--- src/rtl/afu_pkg.sv ---
package afu_pkg;
  localparam int AFU_BYTE_W = 8;
  localparam int AFU_NIB_W  = 4;

  typedef enum logic [2:0] {
    OP_ADD8  = 3'd0,
    OP_ADC8  = 3'd1,
    OP_SUB8  = 3'd2,
    OP_SBC8  = 3'd3,
    OP_ADD16 = 3'd4,
    OP_SUB16 = 3'd5,
    OP_DAA   = 3'd6,
    OP_RSVD  = 3'd7
  } afu_op_e;
endpackage

--- src/rtl/afu_arith.sv ---
module afu_arith #(
  parameter int W = 8
) (
  input  logic [W-1:0] a_i,
  input  logic [W-1:0] b_i,
  input  logic         cin_i,
  input  logic         sub_i,
  output logic [W-1:0] r_o,
  output logic         v_o,
  output logic         h_o,
  output logic         c_o
);
  localparam int HB = (W > 4) ? 4 : W - 1;

  logic [W:0]   r_ext;
  logic [W-1:0] x_bits;

  always_comb begin
    if (sub_i) r_ext = {1'b0, a_i} - {1'b0, b_i} - {{W{1'b0}}, cin_i};
    else       r_ext = {1'b0, a_i} + {1'b0, b_i} + {{W{1'b0}}, cin_i};
  end

  assign x_bits = a_i ^ b_i ^ r_ext[W-1:0];
  assign r_o    = r_ext[W-1:0];
  // top bit of a^b^r^(r>>1): carry into msb xor carry out
  assign v_o    = x_bits[W-1] ^ r_ext[W];
  assign h_o    = x_bits[HB];
  assign c_o    = r_ext[W];
endmodule

--- src/rtl/afu_decadj.sv ---
module afu_decadj #(
  parameter int W = 8
) (
  input  logic [W-1:0] a_i,
  input  logic         h_i,
  input  logic         c_i,
  output logic [W-1:0] r_o,
  output logic         c_o
);
  localparam int NW = W / 2;
  localparam logic [NW-1:0] LIM9 = NW'(9);
  localparam logic [NW-1:0] LIM8 = NW'(8);
  localparam logic [W-1:0]  LO_FIX = W'(6);
  localparam logic [W-1:0]  HI_FIX = W'(6) << NW;

  logic [NW-1:0] lo_nib, hi_nib;
  logic          lo_big, fix_lo, fix_hi;

  assign lo_nib = a_i[NW-1:0];
  assign hi_nib = a_i[W-1:NW];
  assign lo_big = lo_nib > LIM9;
  assign fix_lo = lo_big || h_i;
  assign fix_hi = (hi_nib > LIM9) || c_i || ((hi_nib > LIM8) && lo_big);

  assign r_o = a_i + (fix_lo ? LO_FIX : '0) + (fix_hi ? HI_FIX : '0);
  assign c_o = fix_hi || c_i;
endmodule

--- src/rtl/alu_flag_unit.sv ---
module alu_flag_unit
  import afu_pkg::*;
#(
  parameter int BYTE_W = AFU_BYTE_W
) (
  input  logic                clk_i,
  input  logic                rst_ni,
  input  logic                valid_i,
  input  logic [2:0]          op_i,
  input  logic [2*BYTE_W-1:0] opa_i,
  input  logic [2*BYTE_W-1:0] opb_i,
  input  logic                h_i,
  input  logic                c_i,
  output logic [2*BYTE_W-1:0] res_o,
  output logic                n_o,
  output logic                z_o,
  output logic                v_o,
  output logic                h_o,
  output logic                c_o
);
  localparam int WORD_W = 2 * BYTE_W;

  afu_op_e op;
  assign op = afu_op_e'(op_i);

  logic is_word, is_daa, is_badd, take;
  assign is_word = (op == OP_ADD16) || (op == OP_SUB16);
  assign is_daa  = (op == OP_DAA);
  assign is_badd = (op == OP_ADD8) || (op == OP_ADC8);
  assign take    = valid_i && (op != OP_RSVD);

  // byte path
  logic [BYTE_W-1:0] b_r;
  logic b_v, b_h, b_c, b_sub, b_cin;
  assign b_sub = (op == OP_SUB8) || (op == OP_SBC8);
  assign b_cin = ((op == OP_ADC8) || (op == OP_SBC8)) ? c_i : 1'b0;

  afu_arith #(.W(BYTE_W)) u_byte (
    .a_i(opa_i[BYTE_W-1:0]), .b_i(opb_i[BYTE_W-1:0]),
    .cin_i(b_cin), .sub_i(b_sub),
    .r_o(b_r), .v_o(b_v), .h_o(b_h), .c_o(b_c)
  );

  // word path
  logic [WORD_W-1:0] w_r;
  logic w_v, w_h, w_c;

  afu_arith #(.W(WORD_W)) u_word (
    .a_i(opa_i), .b_i(opb_i),
    .cin_i(1'b0), .sub_i(op == OP_SUB16),
    .r_o(w_r), .v_o(w_v), .h_o(w_h), .c_o(w_c)
  );

  // decimal adjust
  logic [BYTE_W-1:0] d_r;
  logic d_c;

  afu_decadj #(.W(BYTE_W)) u_daa (
    .a_i(opa_i[BYTE_W-1:0]), .h_i(h_i), .c_i(c_i),
    .r_o(d_r), .c_o(d_c)
  );

  logic [WORD_W-1:0] nxt_res;
  logic nxt_c, nxt_v;

  always_comb begin
    if (is_word) begin
      nxt_res = w_r;
      nxt_c   = w_c;
      nxt_v   = w_v;
    end else if (is_daa) begin
      nxt_res = {{BYTE_W{1'b0}}, d_r};
      nxt_c   = d_c;
      nxt_v   = v_o;
    end else begin
      nxt_res = {{BYTE_W{1'b0}}, b_r};
      nxt_c   = b_c;
      nxt_v   = b_v;
    end
  end

  always_ff @(posedge clk_i or negedge rst_ni) begin
    if (!rst_ni) begin
      res_o <= '0;
      n_o   <= 1'b0;
      z_o   <= 1'b0;
      v_o   <= 1'b0;
      h_o   <= 1'b0;
      c_o   <= 1'b0;
    end else if (take) begin
      res_o <= nxt_res;
      n_o   <= is_word ? nxt_res[WORD_W-1] : nxt_res[BYTE_W-1];
      z_o   <= (nxt_res == '0);
      v_o   <= nxt_v;
      c_o   <= nxt_c;
      if (is_badd) h_o <= b_h;
    end
  end

  logic unused_w_h;
  assign unused_w_h = w_h;
endmodule

--- config.mk ---
export PLATFORM = sky130hd
export DESIGN_NAME = alu_flag_unit
export DESIGN_NICKNAME = d
export VERILOG_FILES = /design/src/rtl/afu_pkg.sv /design/src/rtl/afu_arith.sv /design/src/rtl/afu_decadj.sv /design/src/rtl/alu_flag_unit.sv
export SDC_FILE = /design/constraint.sdc
export NUM_CORES = 1
export LEC_CHECK = 0
export ABC_AREA = 0
export BUFFER_PORTS_ARGS = -buffer_cell sky130_fd_sc_hd__buf_2
export CAP_MARGIN = 5
export CORE_MARGIN = 8
export CORE_UTILIZATION = 50
export DETAILED_ROUTE_END_ITERATION = 8
export PLACE_DENSITY = 0.83
export SYNTH_ARGS = -nofsm -noshare
export SYNTH_HDL_FRONTEND = slang
export SYNTH_SLANG_ARGS = --single-unit
--- constraint.sdc ---
create_clock -name clk_i -period 0.8 [get_ports clk_i]
set_input_delay 0.04 -clock clk_i [delete_from_list [all_inputs] [get_ports clk_i]]
set_output_delay 0.04 -clock clk_i [all_outputs]
set_load 0.02 [all_outputs]
==> key figures <==
STA
  • Worst hold slack: 0.252 ns
  • Final count of hold timing violations: 0
  • Sum Neg Setup Slack: -39.72 ns
  • Measured slew at the worst slew-check pin: 0.655 ns
  • Maximum frequency from static timing analysis: 282 MHz
  • Final setup violation count: 42
  • Final worst slack: -2.75 ns
  • Period utilization: 444%
  • RSZ-0062 raised after global routing: yes
  • Setup skew after layout: 0 ns
  • Worst slew margin: 56.2%
  • Final count of pins violating max slew: 0
  • Tmin final: 3.55 ns

CTS
  • Maximum clock insertion buffer count: 2
  • Cell at the root of the clock tree: sky130_fd_sc_hd__clkbuf_8
  • TritonCTS clock tree: built
  • Clock slew at the register clock pins of the worst setup and hold paths: 0.08 ns
  • Total number of clock tree sinks: 21
  • # H-tree levels: 1
  • Clock Latency Late Sink: 0.27 ns
  • Cts bufs inserted: 3

GRT
  • Maximum number of pins on one net before global-route repair: 24
  • Vias in the first global route: 5336
  • Total congestion overflow: 0
  • Initial antenna violation count: 0
  • Wire length of the first global-routing pass: 28.8 mm
  • Overall routing resource usage: 36.5%

Placed design
  • Count of buffers inserted at the top-level ports: 60
  • Post-placement cell count: 748
  • Weighted congestion at the end of routability-driven global placement: 1.00
  • Instance area at placement: 0.00523 mm²
  • Placement-stage worst setup slack: -2.48 ns
  • Detailed-placement wirelength estimate: 11.8 mm

Power and ir drop
  • Tot Pwr: 9.53 mW
  • Sequential cell fraction of total power: 14.9%
  • Ratio of total power to cell area: 1490 mW/mm²
  • Max rail drop VDD: 738 µV
  • Logic gate share of total power: 77.3%
  • Portion of total power attributed to the clock network: 7.7%
  • Switch share: 47.3%
  • Leak: 3.05 nW
  • Switching power summed over all nets: 4.50 mW
  • Internal power contribution: 5.03 mW

Synth
  • Synthesis-stage register bit count: 21
  • Simple-gate share of the synthesized area: 23.2%
  • Number of nets in the synthesized netlist: 538
  • Synth Area per Inst: 7.82 µm²
  • Count of yosys warnings during synthesis: 0
  • Arithmetic-cell share of the synthesized area counting full adders, half adders and majority gates: 18.4%
  • Sequential area share after synthesis: 14.9%
  • Main combinational cell family by area after synthesis: compound AO/OA/AOI/OAI gates
  • Synthesized instance count: 450
  • Cell area after technology mapping: 0.00352 mm²
  • Most used flip-flop cell after synthesis: sky130_fd_sc_hd__dfrtp_1
  • Post-synth cell types: 72
  • Multiplexer area fraction after synthesis: 2.06%
  • Compound-cell area share of the yosys netlist: 25.9%
  • Number of enable flip-flop cells after synthesis: 0
  • Synth async-reset ratio: 100%
  • Share of the synthesized netlist area taken by xor and xnor gates: 10.3%

Drt
  • Via count of the routed design: 5781
  • First-pass iteration count of the detailed router: 9
  • Initial drt markers: 1303
  • Routed len/inst: 30.4 µm
  • Via density: 7.24
  • Drt drc: 102
  • DRT antenna net count: 0
  • Detailed Route WL: 24.2 mm

Layout
  • Net count reported at finish: 791
  • Post-Layout Inst Area: 0.00642 mm²
  • Area of combinational cells with multiple inputs: 0.00349 mm²
  • Antenna diode instance count: 0
  • # fillers: 201
  • Commonest cells after routing, fill and taps aside: sky130_fd_sc_hd__buf_4 (182), sky130_fd_sc_hd__nand2_1 (50), sky130_fd_sc_hd__buf_6 (39)
  • Sequential standard cell area: 526 µm²
  • Post-Route Utilization: 94.4%
  • Area growth, synth to finish: 82.4%
  • Fraction of layout instances using a drive strength above 1: 55.3%
  • Most common library cell in the layout ignoring fill and taps: sky130_fd_sc_hd__buf_4
  • Non-filler instance count after layout: 798

Critical path
  • Delay contributed by the slowest stage of the critical path: 0.58 ns
  • Standard cell with the maximum stage delay on the critical path: sky130_fd_sc_hd__o211ai_1
  • Peak fanout along the critical path: 2
  • Worst endpoint data arrival time: 3.72 ns
  • Start point of the critical path: opa_i[1]
  • Worst Reg-to-Reg Cells: 3
  • Critical Path, Cell by Cell: buf_2 -> inv_1 -> a21oi_2 -> buf_4 -> a211oi_4 -> o21bai_2 -> ha_1 -> nand3_1 -> o211ai_1 -> nand4_1 -> o31ai_1 -> a31oi_2 -> nor4_2 -> nand4_1 -> o41ai_2
  • CP Capture Type: flip-flop
  • Worst flop-to-flop path startpoint: n_o
  • Critical R2R Capture: n_o
  • FF-to-FF setup slack: -0.14 ns
  • CP Launch Type: input port
  • Critical Path Most Common Cell: sky130_fd_sc_hd__nand4_1
  • Classification of the worst setup path: input port to flip-flop
  • WP data required: 0.97 ns

Floorplanning
  • Boundary pin count: 61
  • Die W: 99.9 µm
  • Die H: 99.9 µm
  • DIE AREA: 0.00997 mm²
  • Core Rows: 30
  • Initial cell density of the core: 51.8%
  • Core box area: 0.00679 mm²

Hold path
  • Type of the most critical hold path: input port to async pin

Job
  • Max_cap viols: 0

Status
  • Failing checks: DRC, setup timing
  • Outcome: complete, but fails checks
## flip-flops by register name, indices dropped and copies added (netlist names)
name and flops:
c_o 1, h_o 1, n_o 1, res_o 16, v_o 1, z_o 1
## critical path, delay by kind of cell
| family | cells | cell delay (ns) |
|---|---|---|
| AO/OA/AOI/OAI | 7 | 1.82 |
| adder cells (fa/ha/maj) | 1 | 0.43 |
| buffers and inverters | 3 | 0.38 |
| AND/OR/NAND/NOR | 4 | 1.02 |
## layer usage
layer / track usage [%] / routed length, µm / up-vias
li1: - / - / 2136
met1: 41.3 / 7590 / 2544
met2: 56.3 / 9700 / 744
met3: 11.5 / 3920 / 355
met4: 27.5 / 3000 / 2
met5: 0 / 27 / -
## repair_timing
action | 4_1_cts | 5_1_grt
pin swaps | 60 | 51
hold endpoints to repair | 21 | 0
hold buffers | 1 | 0
setup buffers | 25 | 21
gates resized for setup | 118 | 66
endpoints found under the setup margin | 42 | 42
## how the worst max path moves through the flow
stage,endpoint,cells past startpoint,slack (ns)
floorplan,v_o,13,-2.12
global placement,v_o,14,-2.35
detailed placement,v_o,15,-2.48
CTS,v_o,14,-2.06
global route,z_o,15,-2.76
finish,z_o,15,-2.75
## power groups by stage
stage | registers (mW) | logic (mW) | clock network [mW]
5_1_grt | 1.44 | 7.55 | 0.741
3_5_place_dp | 1.36 | 4.84 | 0
2_1_floorplan | 1.59 | 2.38 | 0
4_1_cts | 1.38 | 5.69 | 0.681
6_report | 1.42 | 7.37 | 0.735
3_3_place_gp | 1.35 | 4.54 | 0
## kinds of logic (layout without fill, tap and decap cells)
group | count (synthesis) | count (layout)
mux | 7 | 7
flops | 21 | 21
compound gates | 126 | 126
simple gates | 162 | 162
buf+inv | 48 | 300
fa+ha+maj | 48 | 48
xor+xnor | 38 | 38
## cell usage after synthesis (all sizes together), types with 7 or more instances
master | instances | area share [%]
ha | 42 | 15
a21o | 7 | 1.5
inv | 37 | 3.9
nand2b | 9 | 1.6
nand3 | 15 | 2.1
a21oi | 30 | 4.3
xor2 | 22 | 5.9
xnor2 | 15 | 3.7
o21ai | 25 | 3.9
o31ai | 8 | 1.7
dfrtp | 21 | 15
nor2 | 28 | 3.1
nand2 | 56 | 6.0
nor3 | 11 | 1.7
and2 | 7 | 1.2
## area by class of cell
class	count	area share, %
Clock buffer	4	0.702
Inverter	37	2.54
Multi-Input combinational cell	381	54.4
Sequential cell	21	8.19
Tap cell	96	1.87
Timing Repair Buffer	259	32.3
No activity file was read; power rests on OpenSTA's default activity.
